**config.mk**
```make
export PLATFORM = sky130hd
export DESIGN_NAME = cmd_seq_decoder
export DESIGN_NICKNAME = d
export VERILOG_FILES = /design/src/rtl/cmd_seq_pkg.sv /design/src/rtl/cmd_write_classify.sv /design/src/rtl/cmd_seq_fsm.sv /design/src/rtl/cmd_read_mux.sv /design/src/rtl/cmd_seq_decoder.sv
export SDC_FILE = /design/constraint.sdc
export NUM_CORES = 1
export LEC_CHECK = 0
export BUFFER_PORTS_ARGS = -buffer_cell sky130_fd_sc_hd__buf_4
export CAP_MARGIN = 20
export CELL_PAD_IN_SITES_DETAIL_PLACEMENT = 1
export CELL_PAD_IN_SITES_GLOBAL_PLACEMENT = 1
export CORE_AREA = 2 2 96 98
export CTS_CLUSTER_SIZE = 14
export DETAILED_ROUTE_END_ITERATION = 8
export DIE_AREA = 0 0 98 100
export GPL_ROUTABILITY_DRIVEN = 0
export MAX_ROUTING_LAYER = met4
export PLACE_DENSITY = 0.92
export SYNTH_ARGS = -nofsm -noshare
export SYNTH_HDL_FRONTEND = slang
export SYNTH_SLANG_ARGS = --single-unit
```
**constraint.sdc**
```tcl
create_clock -name clk -period 3.81 [get_ports clk]
set_input_delay 0.381 -clock clk [delete_from_list [all_inputs] [get_ports clk]]
set_output_delay 0.381 -clock clk [all_outputs]
set_load 0.03 [all_outputs]
```
**src/rtl/cmd_seq_pkg.sv**
```systemverilog
package cmd_seq_pkg;
    typedef enum logic [1:0] {
        MODE_READ  = 2'd0,
        MODE_IDENT = 2'd1,
        MODE_BUSY  = 2'd2
    } mode_e;

    typedef enum logic [1:0] {
        SEQ_IDLE = 2'd0,
        SEQ_KEY1 = 2'd1,
        SEQ_KEY2 = 2'd2,
        SEQ_ARM  = 2'd3
    } seq_e;

    localparam int CMP_AW = 11;
    localparam logic [CMP_AW-1:0] CMD_ADDR  = 11'h555;
    localparam logic [CMP_AW-1:0] KEY2_ADDR = 11'h2AA;
    localparam logic [7:0] KEY1_BYTE  = 8'hAA;
    localparam logic [7:0] KEY2_BYTE  = 8'h55;
    localparam logic [7:0] OP_RESET   = 8'hF0;
    localparam logic [7:0] OP_IDENT   = 8'h90;
    localparam logic [7:0] OP_WORD    = 8'hA0;
    localparam logic [7:0] OP_MULTI   = 8'h20;
endpackage

```
**src/rtl/cmd_write_classify.sv**
```systemverilog
module cmd_write_classify
    import cmd_seq_pkg::*;
#(
    parameter int ADDR_W = 22,
    parameter int DATA_W = 16
) (
    input  logic [ADDR_W-1:0] wr_addr,
    input  logic [DATA_W-1:0] wr_data,
    output logic              at_cmd_addr,
    output logic              at_key2_addr,
    output logic [7:0]        op_byte
);
    logic [CMP_AW-1:0] low_addr;

    always_comb begin
        low_addr     = wr_addr[CMP_AW-1:0];
        at_cmd_addr  = (low_addr == CMD_ADDR);
        at_key2_addr = (low_addr == KEY2_ADDR);
        op_byte      = wr_data[7:0];
    end
endmodule

```
**src/rtl/cmd_seq_fsm.sv**
```systemverilog
module cmd_seq_fsm
    import cmd_seq_pkg::*;
#(
    parameter int ADDR_W = 22,
    parameter int DATA_W = 16
) (
    input  logic              clk,
    input  logic              rst_n,
    input  logic              wr_valid,
    input  logic              vpp_high,
    input  logic [ADDR_W-1:0] wr_addr,
    input  logic [DATA_W-1:0] wr_data,
    input  logic              at_cmd_addr,
    input  logic              at_key2_addr,
    input  logic [7:0]        op_byte,
    input  logic              prog_done,
    output mode_e             mode,
    output logic              prog_req,
    output logic              prog_multi,
    output logic [ADDR_W-1:0] prog_addr,
    output logic [DATA_W-1:0] prog_data
);
    typedef struct packed {
        mode_e             mode;
        seq_e              seq;
        logic              req;
        logic              multi;
        logic [ADDR_W-1:0] addr;
        logic [DATA_W-1:0] data;
    } fsm_t;

    fsm_t st_d, st_q;
    logic accept;

    always_comb begin
        st_d     = st_q;
        st_d.req = 1'b0;
        accept   = wr_valid && vpp_high;

        if (st_q.mode == MODE_BUSY) begin
            st_d.seq = SEQ_IDLE;
            if (prog_done) begin
                st_d.mode = MODE_READ;
            end
        end else if (accept) begin
            st_d.seq = SEQ_IDLE;
            unique case (st_q.seq)
                SEQ_IDLE: begin
                    if (op_byte == OP_RESET) begin
                        st_d.mode = MODE_READ;
                    end else if (at_cmd_addr && op_byte == KEY1_BYTE) begin
                        st_d.seq = SEQ_KEY1;
                    end
                end
                SEQ_KEY1: begin
                    if (at_key2_addr && op_byte == KEY2_BYTE) begin
                        st_d.seq = SEQ_KEY2;
                    end
                end
                SEQ_KEY2: begin
                    if (at_cmd_addr) begin
                        if (op_byte == OP_RESET) begin
                            st_d.mode = MODE_READ;
                        end else if (st_q.mode == MODE_READ) begin
                            if (op_byte == OP_IDENT) begin
                                st_d.mode = MODE_IDENT;
                            end else if (op_byte == OP_WORD) begin
                                st_d.seq = SEQ_ARM;
                            end else if (op_byte == OP_MULTI) begin
                                st_d.mode  = MODE_BUSY;
                                st_d.req   = 1'b1;
                                st_d.multi = 1'b1;
                                st_d.addr  = wr_addr;
                                st_d.data  = wr_data;
                            end
                        end
                    end
                end
                SEQ_ARM: begin
                    st_d.mode  = MODE_BUSY;
                    st_d.req   = 1'b1;
                    st_d.multi = 1'b0;
                    st_d.addr  = wr_addr;
                    st_d.data  = wr_data;
                end
                default: st_d.seq = SEQ_IDLE;
            endcase
        end
    end

    always_ff @(posedge clk or negedge rst_n) begin
        if (!rst_n) begin
            st_q <= '{mode: MODE_READ, seq: SEQ_IDLE, req: 1'b0, multi: 1'b0,
                      addr: '0, data: '0};
        end else begin
            st_q <= st_d;
        end
    end

    assign mode       = st_q.mode;
    assign prog_req   = st_q.req;
    assign prog_multi = st_q.multi;
    assign prog_addr  = st_q.addr;
    assign prog_data  = st_q.data;

    p_req_single_r3: assert property (@(posedge clk) disable iff (!rst_n)
        prog_req |=> !prog_req);
    p_req_busy_r4: assert property (@(posedge clk) disable iff (!rst_n)
        prog_req |-> mode == MODE_BUSY);
    p_no_vpp_r8: assert property (@(posedge clk) disable iff (!rst_n)
        (!vpp_high && !prog_done) |=> ($stable(mode) && !prog_req));
    p_ident_no_prog_r9: assert property (@(posedge clk) disable iff (!rst_n)
        (mode == MODE_IDENT) |=> (mode != MODE_BUSY));
    p_busy_hold_r10: assert property (@(posedge clk) disable iff (!rst_n)
        (mode == MODE_BUSY && !prog_done) |=> (mode == MODE_BUSY));
    p_busy_exit_r11: assert property (@(posedge clk) disable iff (!rst_n)
        (mode == MODE_BUSY && prog_done) |=> (mode == MODE_READ && !prog_req));
endmodule

```
**src/rtl/cmd_read_mux.sv**
```systemverilog
module cmd_read_mux
    import cmd_seq_pkg::*;
#(
    parameter int          ADDR_W = 22,
    parameter int          DATA_W = 16,
    parameter logic [15:0] MFR_ID = 16'h0020,
    parameter logic [15:0] DEV_ID = 16'h8888
) (
    input  mode_e             mode,
    input  logic [ADDR_W-1:0] rd_addr,
    input  logic [DATA_W-1:0] array_rdata,
    input  logic [DATA_W-1:0] status_data,
    output logic [DATA_W-1:0] rd_data
);
    logic [DATA_W-1:0] id_word;

    always_comb begin
        unique case (rd_addr[1:0])
            2'b00:   id_word = DATA_W'(MFR_ID);
            2'b01:   id_word = DATA_W'(DEV_ID);
            default: id_word = '0;
        endcase
        unique case (mode)
            MODE_IDENT: rd_data = id_word;
            MODE_BUSY:  rd_data = status_data;
            default:    rd_data = array_rdata;
        endcase
    end

    always_comb begin
        if (mode == MODE_READ) begin
            a_array_path_r1: assert (rd_data == array_rdata);
        end
    end
endmodule

```
**src/rtl/cmd_seq_decoder.sv**
```systemverilog
module cmd_seq_decoder
    import cmd_seq_pkg::*;
#(
    parameter int ADDR_W = 22,
    parameter int DATA_W = 16
) (
    input  logic              clk,
    input  logic              rst_n,
    input  logic              wr_valid,
    input  logic [ADDR_W-1:0] wr_addr,
    input  logic [DATA_W-1:0] wr_data,
    input  logic              vpp_high,
    input  logic [ADDR_W-1:0] rd_addr,
    input  logic [DATA_W-1:0] array_rdata,
    input  logic [DATA_W-1:0] status_data,
    input  logic              prog_done,
    output logic [DATA_W-1:0] rd_data,
    output logic [1:0]        mode,
    output logic              prog_req,
    output logic              prog_multi,
    output logic [ADDR_W-1:0] prog_addr,
    output logic [DATA_W-1:0] prog_data
);
    logic       at_cmd_addr;
    logic       at_key2_addr;
    logic [7:0] op_byte;
    mode_e      mode_w;

    cmd_write_classify #(.ADDR_W(ADDR_W), .DATA_W(DATA_W)) u_classify (
        .wr_addr      (wr_addr),
        .wr_data      (wr_data),
        .at_cmd_addr  (at_cmd_addr),
        .at_key2_addr (at_key2_addr),
        .op_byte      (op_byte)
    );

    cmd_seq_fsm #(.ADDR_W(ADDR_W), .DATA_W(DATA_W)) u_fsm (
        .clk          (clk),
        .rst_n        (rst_n),
        .wr_valid     (wr_valid),
        .vpp_high     (vpp_high),
        .wr_addr      (wr_addr),
        .wr_data      (wr_data),
        .at_cmd_addr  (at_cmd_addr),
        .at_key2_addr (at_key2_addr),
        .op_byte      (op_byte),
        .prog_done    (prog_done),
        .mode         (mode_w),
        .prog_req     (prog_req),
        .prog_multi   (prog_multi),
        .prog_addr    (prog_addr),
        .prog_data    (prog_data)
    );

    cmd_read_mux #(.ADDR_W(ADDR_W), .DATA_W(DATA_W)) u_rmux (
        .mode        (mode_w),
        .rd_addr     (rd_addr),
        .array_rdata (array_rdata),
        .status_data (status_data),
        .rd_data     (rd_data)
    );

    assign mode = mode_w;
endmodule

```
==> impl_metrics.xml, run 1 <==
<?xml version="1.0" encoding="UTF-8"?>
<metrics>
  <group name="clock_tree">
    <metric name="cts_hold_buf" unit="">0</metric>
    <metric name="cts_max_path_buffers" unit="">2</metric>
    <metric name="cts_max_level" unit="">2</metric>
    <metric name="ctsRootBufferMaster" unit="">clkbuf_8</metric>
    <metric name="clk_latency" unit="ns">0.30</metric>
    <metric name="post_cts.repair.setup_buffers" unit="">0</metric>
    <metric name="cts-buffers-inserted" unit="">5</metric>
    <metric name="clk_transition_reported_paths" unit="ns">0.09</metric>
    <metric name="resized_cells_post_cts" unit="">0</metric>
    <metric name="tritoncts_clock_tree" unit="">built</metric>
    <metric name="clkSinkCount" unit="">44</metric>
  </group>
  <group name="die">
    <metric name="design.core.area" unit="mm^2">0.00889</metric>
    <metric name="ios" unit="">155</metric>
    <metric name="start_util" unit="%">33.8</metric>
    <metric name="chipWidth" unit="um">98</metric>
    <metric name="fp.dieH" unit="um">100</metric>
    <metric name="rows" unit="">35</metric>
    <metric name="die-area" unit="mm^2">0.00980</metric>
  </group>
  <group name="global_route">
    <metric name="grt.overflow.total" unit="">0</metric>
    <metric name="groute.usage.overall" unit="%">16.1</metric>
    <metric name="first_pass_grt_wire_length" unit="um">12600</metric>
    <metric name="grt_max_degree" unit="">62</metric>
    <metric name="number_of_antenna_violations_at_the_first_check_in_global_routing" unit="">0</metric>
    <metric name="grt_pass1_vias" unit="">2636</metric>
  </group>
  <group name="power_and_ir_drop">
    <metric name="switching_share" unit="%">35.5</metric>
    <metric name="switching_power" unit="mW">0.436</metric>
    <metric name="internal_power" unit="mW">0.791</metric>
    <metric name="power.share.combinational" unit="%">35.6</metric>
    <metric name="power.ir.vdd_worst" unit="V">0.000198</metric>
    <metric name="seq_power_share" unit="%">38.8</metric>
    <metric name="power.static_leakage" unit="nW">1.78</metric>
    <metric name="power.total" unit="mW">1.23</metric>
    <metric name="pwr_density_cell" unit="mW/mm^2">323</metric>
    <metric name="proportion_of_power_drawn_by_the_clock_network" unit="%">25.5</metric>
  </group>
  <group name="run_status">
    <metric name="outcome" unit="">finished clean</metric>
  </group>
  <group name="sta">
    <metric name="timing.setup.tns" unit="ns">0</metric>
    <metric name="final_period_util" unit="%">75.0</metric>
    <metric name="final_period_minus_worst_setup_slack" unit="ns">2.86</metric>
    <metric name="finalMaxSlewViolations" unit="">0</metric>
    <metric name="timing.fmax" unit="MHz">350</metric>
    <metric name="slew-limit-headroom" unit="%">36.2</metric>
    <metric name="worst_pin_slew" unit="ns">0.957</metric>
    <metric name="finalClockSkew" unit="ns">0.00785</metric>
    <metric name="report.final.setup_viol" unit="">0</metric>
    <metric name="timing.final.hold_violations" unit="">0</metric>
    <metric name="rsz0062_at_grt" unit="">false</metric>
  </group>
  <group name="worst_setup_path">
    <metric name="setup.worst_path.class" unit="">reg2out</metric>
    <metric name="data_arrival_time_at_the_worst_slack_endpoint" unit="ns">2.48</metric>
    <metric name="worstSetupStartpoint" unit="">u_fsm.mode[0]$_DFFE_PN0P_</metric>
    <metric name="timing.critical_path.fanout_max" unit="">20</metric>
    <metric name="crit-reg2reg-launch" unit="">u_fsm.st_q[41]$_DFFE_PN0P_</metric>
    <metric name="rr_endpoint" unit="">u_fsm.prog_addr[19]$_DFFE_PN0P_</metric>
    <metric name="rr_worst_depth" unit="">6</metric>
    <metric name="worstSetupEndpointType" unit="">primary output</metric>
    <metric name="regToRegSetupSlack" unit="ns">1.17</metric>
    <metric name="critical_path.endpoint" unit="">rd_data[14]</metric>
    <metric name="startpoint_type" unit="">flop</metric>
    <metric name="cp_data_required_time" unit="ns">3.43</metric>
  </group>
  <group name="synthesis">
    <metric name="syn_area" unit="mm^2">0.00300</metric>
    <metric name="yosysSeqAreaShare" unit="%">36.7</metric>
    <metric name="synthDistinctLibCells" unit="">43</metric>
    <metric name="synthesis.area_per_instance" unit="um^2">9.26</metric>
    <metric name="synth_cells" unit="">324</metric>
    <metric name="synth-seq-cells" unit="">44</metric>
    <metric name="synth_enable_flop_cells" unit="">0</metric>
    <metric name="post_synth_adder_cell_area" unit="%">1.25</metric>
    <metric name="netlist_top_cells_area" unit="">dfrtp_1 37%, buf_4 11%, nand3_2 9.7%</metric>
    <metric name="yosysTopAreaCell" unit="">dfrtp_1</metric>
    <metric name="post_synth_xor_area_fraction" unit="%">0</metric>
    <metric name="syn-num-nets" unit="">424</metric>
    <metric name="largest_family_of_logic_cells_by_synthesized_area" unit="">simple AND/OR/NAND/NOR gates</metric>
    <metric name="synth_compound_area_share" unit="%">15.4</metric>
    <metric name="synth_top_cell_area_share" unit="%">36.7</metric>
    <metric name="share_of_synthesized_area_spent_on_multiplexers" unit="%">0</metric>
    <metric name="ys_warn_count" unit="">0</metric>
    <metric name="dominantRegCellSynth" unit="">dfrtp_1</metric>
    <metric name="simple_gate_share_of_the_synthesized_area" unit="%">25.9</metric>
    <metric name="async_reset_ff_share" unit="%">100</metric>
  </group>
  <group name="final_layout">
    <metric name="area_growth_syn_to_layout" unit="%">26.5</metric>
    <metric name="final_common_cell" unit="">buf_4</metric>
    <metric name="final_cells" unit="">521</metric>
    <metric name="num-nets-final" unit="">509</metric>
    <metric name="drive_above_1_share" unit="%">51.2</metric>
    <metric name="n_antenna_cell" unit="">0</metric>
    <metric name="layout_common_cells" unit="">134 x buf_4, 44 x inv_1, 43 x dfrtp_1</metric>
  </group>
  <group name="place">
    <metric name="numPortBuffers" unit="">134</metric>
    <metric name="place_inst" unit="">513</metric>
    <metric name="detailed_place_hpwl" unit="um">5970</metric>
  </group>
  <group name="detailed_routing">
    <metric name="route.detailed.wl_per_inst" unit="um">14.8</metric>
    <metric name="detailedRoute.firstPassIterationCount" unit="">4</metric>
    <metric name="routed-via-count" unit="">2505</metric>
    <metric name="final_antenna_net_count" unit="">0</metric>
    <metric name="first_iter_violations" unit="">66</metric>
    <metric name="routed_wirelength" unit="um">7720</metric>
    <metric name="drc" unit="">0</metric>
    <metric name="via_per_inst" unit="">4.81</metric>
  </group>
  <group name="min_path">
    <metric name="min_path_type" unit="">in2async</metric>
  </group>
  <group name="run">
    <metric name="max-cap-violations" unit="">0</metric>
  </group>
</metrics>
==> how the worst min path moves through the flow <==
| stage | start | to | cells after the start |
|---|---|---|---|
| 6_report | rst_n | u_fsm.prog_addr[20]$_DFFE_PN0P_ | 1 |
| 5_1_grt | rst_n | u_fsm.prog_addr[20]$_DFFE_PN0P_ | 1 |
| 4_1_cts | rst_n | u_fsm.prog_addr[20]$_DFFE_PN0P_ | 1 |
| 3_5_place_dp | rst_n | u_fsm.prog_data[12]$_DFFE_PN0P_ | 1 |
| 3_3_place_gp | rst_n | u_fsm.prog_data[9]$_DFFE_PN0P_ | 1 |
| 2_1_floorplan | rst_n | u_fsm.mode[0]$_DFFE_PN0P_ | 0 |
==> metal layers <==
layer,global-route usage (%),vias up,routed length (um)
met5,-,-,0
li1,-,1198,-
met2,28.9,103,4060
met3,2.92,9,493
met4,3.85,0,68
met1,18.8,1195,3100
==> per-stage QoR <==
step | hold slack [ns] | worst slack [ns] | instance area, um^2 | utilization (%)
finish | 0.0863 | 0.953 | 3800 | 42.7
global route | 0.115 | 0.694 | 3800 | 42.7
CTS | 0.0940 | 0.857 | 3800 | 42.7
detailed placement | 0.423 | 1.16 | 3700 | 41.6
global placement | 0.415 | 1.19 | 3700 | 41.6
floorplan | 0.0854 | 1.65 | 3000 | -
==> worst max-delay path: stages (launching register included) <==
cell and delay, ns:
dfrtp_1 0.39, inv_1 0.08, ha_1 0.61, and2_0 0.64
nand2_1 0.13, o21ai_0 0.12, buf_4 0.20
==> state kept, by name (all words and copies together), names as in the netlist <==
register / cells
u_fsm.mode: 2
u_fsm.prog_addr: 22
u_fsm.prog_data: 16
u_fsm.prog_multi: 1
u_fsm.prog_req: 1
u_fsm.st_q: 2
==> power by group through the flow <==
stage	combinational (mW)	sequential, mW	clock (mW)
finish	0.437	0.476	0.313
global route	0.468	0.478	0.346
CTS	0.443	0.477	0.331
detailed placement	0.441	0.486	0
global placement	0.432	0.485	0
floorplan	0.244	0.484	0
==> logic make-up (layout without fill, tap and decap cells) <==
group,count (synthesis),in the layout
compound gates,66,66
simple gates,110,110
buf+inv,101,187
flops,44,44
fa+ha+maj,3,3
==> Yosys cell counts, types with 2 or more instances <==
cell	n
a21o_1	3
a21oi_1	8
and4bb_2	3
buf_12	3
buf_2	4
buf_4	43
buf_6	3
clkbuf_1	3
dfrtp_1	44
ha_1	3
inv_1	44
nand2_1	33
nand3_1	5
nand3_2	29
nand4_1	5
nand4b_1	2
nor2_1	7
nor2_4	2
nor2b_1	5
nor3_1	2
nor3b_1	2
nor4bb_1	3
o21ai_0	20
o21ai_2	29
==> cell type report <==
type	instances	area, um^2
fill	1047	5090
multi-input combinational	179	1280
sequential	44	1100
timing repair buffer	134	1010
inverter	45	176
tap	111	139
clock buffer	6	82.6
clock inverter	2	15.0
Power figures use the tool's default switching activity.
==> inputs of run 2 (changes only) <==
--- a/config.mk
+++ b/config.mk
@@ -9,13 +9,13 @@
 export CAP_MARGIN = 20
 export CELL_PAD_IN_SITES_DETAIL_PLACEMENT = 1
 export CELL_PAD_IN_SITES_GLOBAL_PLACEMENT = 1
-export CORE_AREA = 2 2 96 98
+export CORE_AREA = 2 2 104 106
 export CTS_CLUSTER_SIZE = 14
 export DETAILED_ROUTE_END_ITERATION = 8
-export DIE_AREA = 0 0 98 100
+export DIE_AREA = 0 0 106 108
 export GPL_ROUTABILITY_DRIVEN = 0
 export MAX_ROUTING_LAYER = met4
-export PLACE_DENSITY = 0.92
+export PLACE_DENSITY = 0.84
 export SYNTH_ARGS = -nofsm -noshare
 export SYNTH_HDL_FRONTEND = slang
 export SYNTH_SLANG_ARGS = --single-unit
==> constraint.sdc (replaced) <==
create_clock -name clk -period 2.6 [get_ports clk]
set_input_delay 0.26 -clock clk [delete_from_list [all_inputs] [get_ports clk]]
set_output_delay 0.26 -clock clk [all_outputs]
set_load 0.03 [all_outputs]
==> run 2 against run 1 <==
Net effect:
- critical path depth increased by 3
- first-iteration DRC count up 68%
- flip-flop and latch count stayed put
- via count increased by 0.84%
- combinational power grew 51%
- hold slack improved by 0.11 ns
- global-route usage down 1.7 points
- die area grew 17%
- clock-buffer cell count stayed put
- clock skew about the same
- wire length up 3.7%
==> impl_metrics.xml, run 2 (synthesis gave the netlist of run 1 again) <==
<?xml version="1.0" encoding="UTF-8"?>
<metrics>
  <group name="power_and_ir_drop">
    <metric name="power.static_leakage" unit="nW">1.82</metric>
    <metric name="pwr_density_cell" unit="mW/mm^2">484</metric>
    <metric name="power.ir.vdd_worst" unit="V">0.000220</metric>
  </group>
  <group name="worst_setup_path">
    <metric name="data_arrival_time_at_the_worst_slack_endpoint" unit="ns">2.44</metric>
    <metric name="crit-reg2reg-launch" unit="">u_fsm.mode[0]$_DFFE_PN0P_</metric>
    <metric name="cpPeakStageDelay" unit="ns">0.40</metric>
    <metric name="startpoint_type" unit="">flop</metric>
    <metric name="rr_endpoint" unit="">u_fsm.prog_addr[15]$_DFFE_PN0P_</metric>
    <metric name="setup.worst_path.class" unit="">reg2reg</metric>
    <metric name="critical_path.slowest_cell" unit="">dfrtp_1</metric>
    <metric name="critical_path.cell_chain" unit="">inv_1, ha_1, and4b_4, nand4_2, nor2_4, nor2_4, inv_8, nand3_2, o21ai_2</metric>
    <metric name="rr_worst_depth" unit="">9</metric>
    <metric name="regToRegSetupSlack" unit="ns">0.37</metric>
    <metric name="cp_data_required_time" unit="ns">2.82</metric>
    <metric name="critical-path-top-cell-by-count" unit="">nor2_4</metric>
    <metric name="timing.critical_path.fanout_max" unit="">61</metric>
    <metric name="worstSetupEndpointType" unit="">flop</metric>
  </group>
  <group name="final_layout">
    <metric name="largest_register_ffs" unit="">22</metric>
    <metric name="layout_common_cells" unit="">139 x buf_4, 44 x inv_1, 43 x dfrtp_1</metric>
    <metric name="n_antenna_cell" unit="">0</metric>
    <metric name="drive_above_1_share" unit="%">51.4</metric>
    <metric name="final_common_cell" unit="">buf_4</metric>
    <metric name="final.fill_count" unit="">1220</metric>
    <metric name="num-nets-final" unit="">515</metric>
    <metric name="area_growth_syn_to_layout" unit="%">29.5</metric>
    <metric name="final_cells" unit="">552</metric>
  </group>
  <group name="min_path">
    <metric name="min_delay_worst_endpoint" unit="">u_fsm.prog_addr[3]$_DFFE_PN0P_</metric>
    <metric name="min_delay_src" unit="">wr_addr[3]</metric>
    <metric name="timing.hold.worst_path_depth" unit="">3</metric>
    <metric name="min_path_type" unit="">in2reg</metric>
  </group>
  <group name="sta">
    <metric name="rsz0062_at_grt" unit="">false</metric>
    <metric name="final_period_util" unit="%">85.7</metric>
    <metric name="final_period_minus_worst_setup_slack" unit="ns">2.23</metric>
    <metric name="finalClockSkew" unit="ns">0.00775</metric>
    <metric name="report.final.setup_viol" unit="">0</metric>
    <metric name="timing.fmax" unit="MHz">449</metric>
    <metric name="slew-limit-headroom" unit="%">62.1</metric>
    <metric name="holdWs" unit="ns">0.194</metric>
    <metric name="finalMaxSlewViolations" unit="">0</metric>
    <metric name="timing.final.hold_violations" unit="">0</metric>
    <metric name="timing.setup.tns" unit="ns">0</metric>
    <metric name="worst_pin_slew" unit="ns">0.569</metric>
  </group>
  <group name="global_route">
    <metric name="number_of_antenna_violations_at_the_first_check_in_global_routing" unit="">0</metric>
    <metric name="grt.overflow.total" unit="">0</metric>
    <metric name="grt_pass1_vias" unit="">2658</metric>
    <metric name="grt_max_degree" unit="">62</metric>
    <metric name="groute.usage.overall" unit="%">14.4</metric>
    <metric name="first_pass_grt_wire_length" unit="um">12900</metric>
  </group>
  <group name="die">
    <metric name="chipWidth" unit="um">106</metric>
    <metric name="start_util" unit="%">29.3</metric>
    <metric name="fp.dieH" unit="um">108</metric>
    <metric name="rows" unit="">37</metric>
    <metric name="ios" unit="">155</metric>
    <metric name="die-area" unit="mm^2">0.0114</metric>
    <metric name="design.core.area" unit="mm^2">0.0102</metric>
  </group>
  <group name="detailed_routing">
    <metric name="routed-via-count" unit="">2526</metric>
    <metric name="detailedRoute.firstPassIterationCount" unit="">4</metric>
    <metric name="first_iter_violations" unit="">111</metric>
    <metric name="route.detailed.wl_per_inst" unit="um">14.5</metric>
    <metric name="via_per_inst" unit="">4.58</metric>
    <metric name="routed_wirelength" unit="um">8000</metric>
    <metric name="drc" unit="">0</metric>
    <metric name="final_antenna_net_count" unit="">0</metric>
  </group>
  <group name="clock_tree">
    <metric name="ctsRootBufferMaster" unit="">clkbuf_8</metric>
    <metric name="resized_cells_post_cts" unit="">0</metric>
    <metric name="cts-buffers-inserted" unit="">5</metric>
    <metric name="cts_max_path_buffers" unit="">2</metric>
    <metric name="post_cts.repair.setup_buffers" unit="">0</metric>
    <metric name="tritoncts_clock_tree" unit="">built</metric>
    <metric name="clk_latency" unit="ns">0.29</metric>
    <metric name="cts_max_level" unit="">2</metric>
    <metric name="cts_hold_buf" unit="">1</metric>
    <metric name="clkSinkCount" unit="">44</metric>
    <metric name="clk_transition_reported_paths" unit="ns">0.09</metric>
  </group>
  <group name="place">
    <metric name="numPortBuffers" unit="">134</metric>
    <metric name="detailed_place_hpwl" unit="um">6230</metric>
    <metric name="place_inst" unit="">543</metric>
  </group>
  <group name="run_status">
    <metric name="outcome" unit="">finished clean</metric>
  </group>
  <group name="run">
    <metric name="max-cap-violations" unit="">0</metric>
  </group>
</metrics>
## run 2: changes by cell type in the layout (fill, tap and decap cells not counted)
cell | previous run | this run
bufinv_16 | 0 | 1
clkbuf_8 | 6 | 5
clkbuf_1 | 0 | 1
buf_4 | 134 | 139
clkinv_2 | 0 | 1
dlygate4sd3_1 | 0 | 1
clkinvlp_4 | 2 | 0
## run 2: power by group
group	switching, mW	internal [mW]
sequential	0.00733	0.691
combinational	0.393	0.266
clock	0.237	0.286
## run 2: worst max-delay path by stage
stage / start / end / slack (ns) / depth (start not counted)
3_5_place_dp: u_fsm.mode[0]$_DFFE_PN0P_ / u_fsm.prog_addr[4]$_DFFE_PN0P_ / 0.35 / 9
6_report: u_fsm.mode[0]$_DFFE_PN0P_ / u_fsm.prog_addr[15]$_DFFE_PN0P_ / 0.37 / 9
4_1_cts: u_fsm.mode[0]$_DFFE_PN0P_ / u_fsm.prog_addr[4]$_DFFE_PN0P_ / 0.33 / 9
5_1_grt: u_fsm.mode[0]$_DFFE_PN0P_ / u_fsm.prog_data[12]$_DFFE_PN0P_ / 0.14 / 9
2_1_floorplan: u_fsm.mode[0]$_DFFE_PN0P_ / rd_data[10] / 0.56 / 5
3_3_place_gp: u_fsm.mode[0]$_DFFE_PN0P_ / u_fsm.prog_addr[9]$_DFFE_PN0P_ / 0.47 / 9
## run 2: final cells by class
class	instances	area (um^2)	share of cell area, %
clock buffers	6	72.6	1.87
multi-input cells	179	1280	32.8
well taps	136	170	4.38
clock inverters	2	35.0	0.901
inverters	45	176	4.54
flip-flops and latches	44	1100	28.4
repair buffers	140	1050	27.1
## run 2: through the flow
stage	area [um^2]	total power [mW]	setup WS, ns	utilization, %
after floorplan	3000	1.07	0.562	-
after global placement	3770	1.36	0.465	36.8
after detailed placement	3770	1.38	0.345	36.8
after CTS	3890	1.91	0.329	38.0
after global routing	3890	1.98	0.144	38.0
final	3890	1.88	0.373	38.0
## run 2: worst max-delay path: cells and delay by family (launching register included)
kind	cells	cell delay [ns]
AND/OR/NAND/NOR	5	0.93
buffers and inverters	2	0.46
flip-flops	1	0.40
adder cells (fa/ha/maj)	1	0.22
AO/OA/AOI/OAI	1	0.09
## run 2: routing by layer
metal / up-vias / global-route usage [%] / part of all wire (%)
li1: 1208 / - / -
met1: 1204 / 16.7 / 41
met2: 104 / 26.4 / 53
met3: 10 / 2.23 / 5.1
met4: 0 / 3.57 / 1.4
met5: - / - / 0
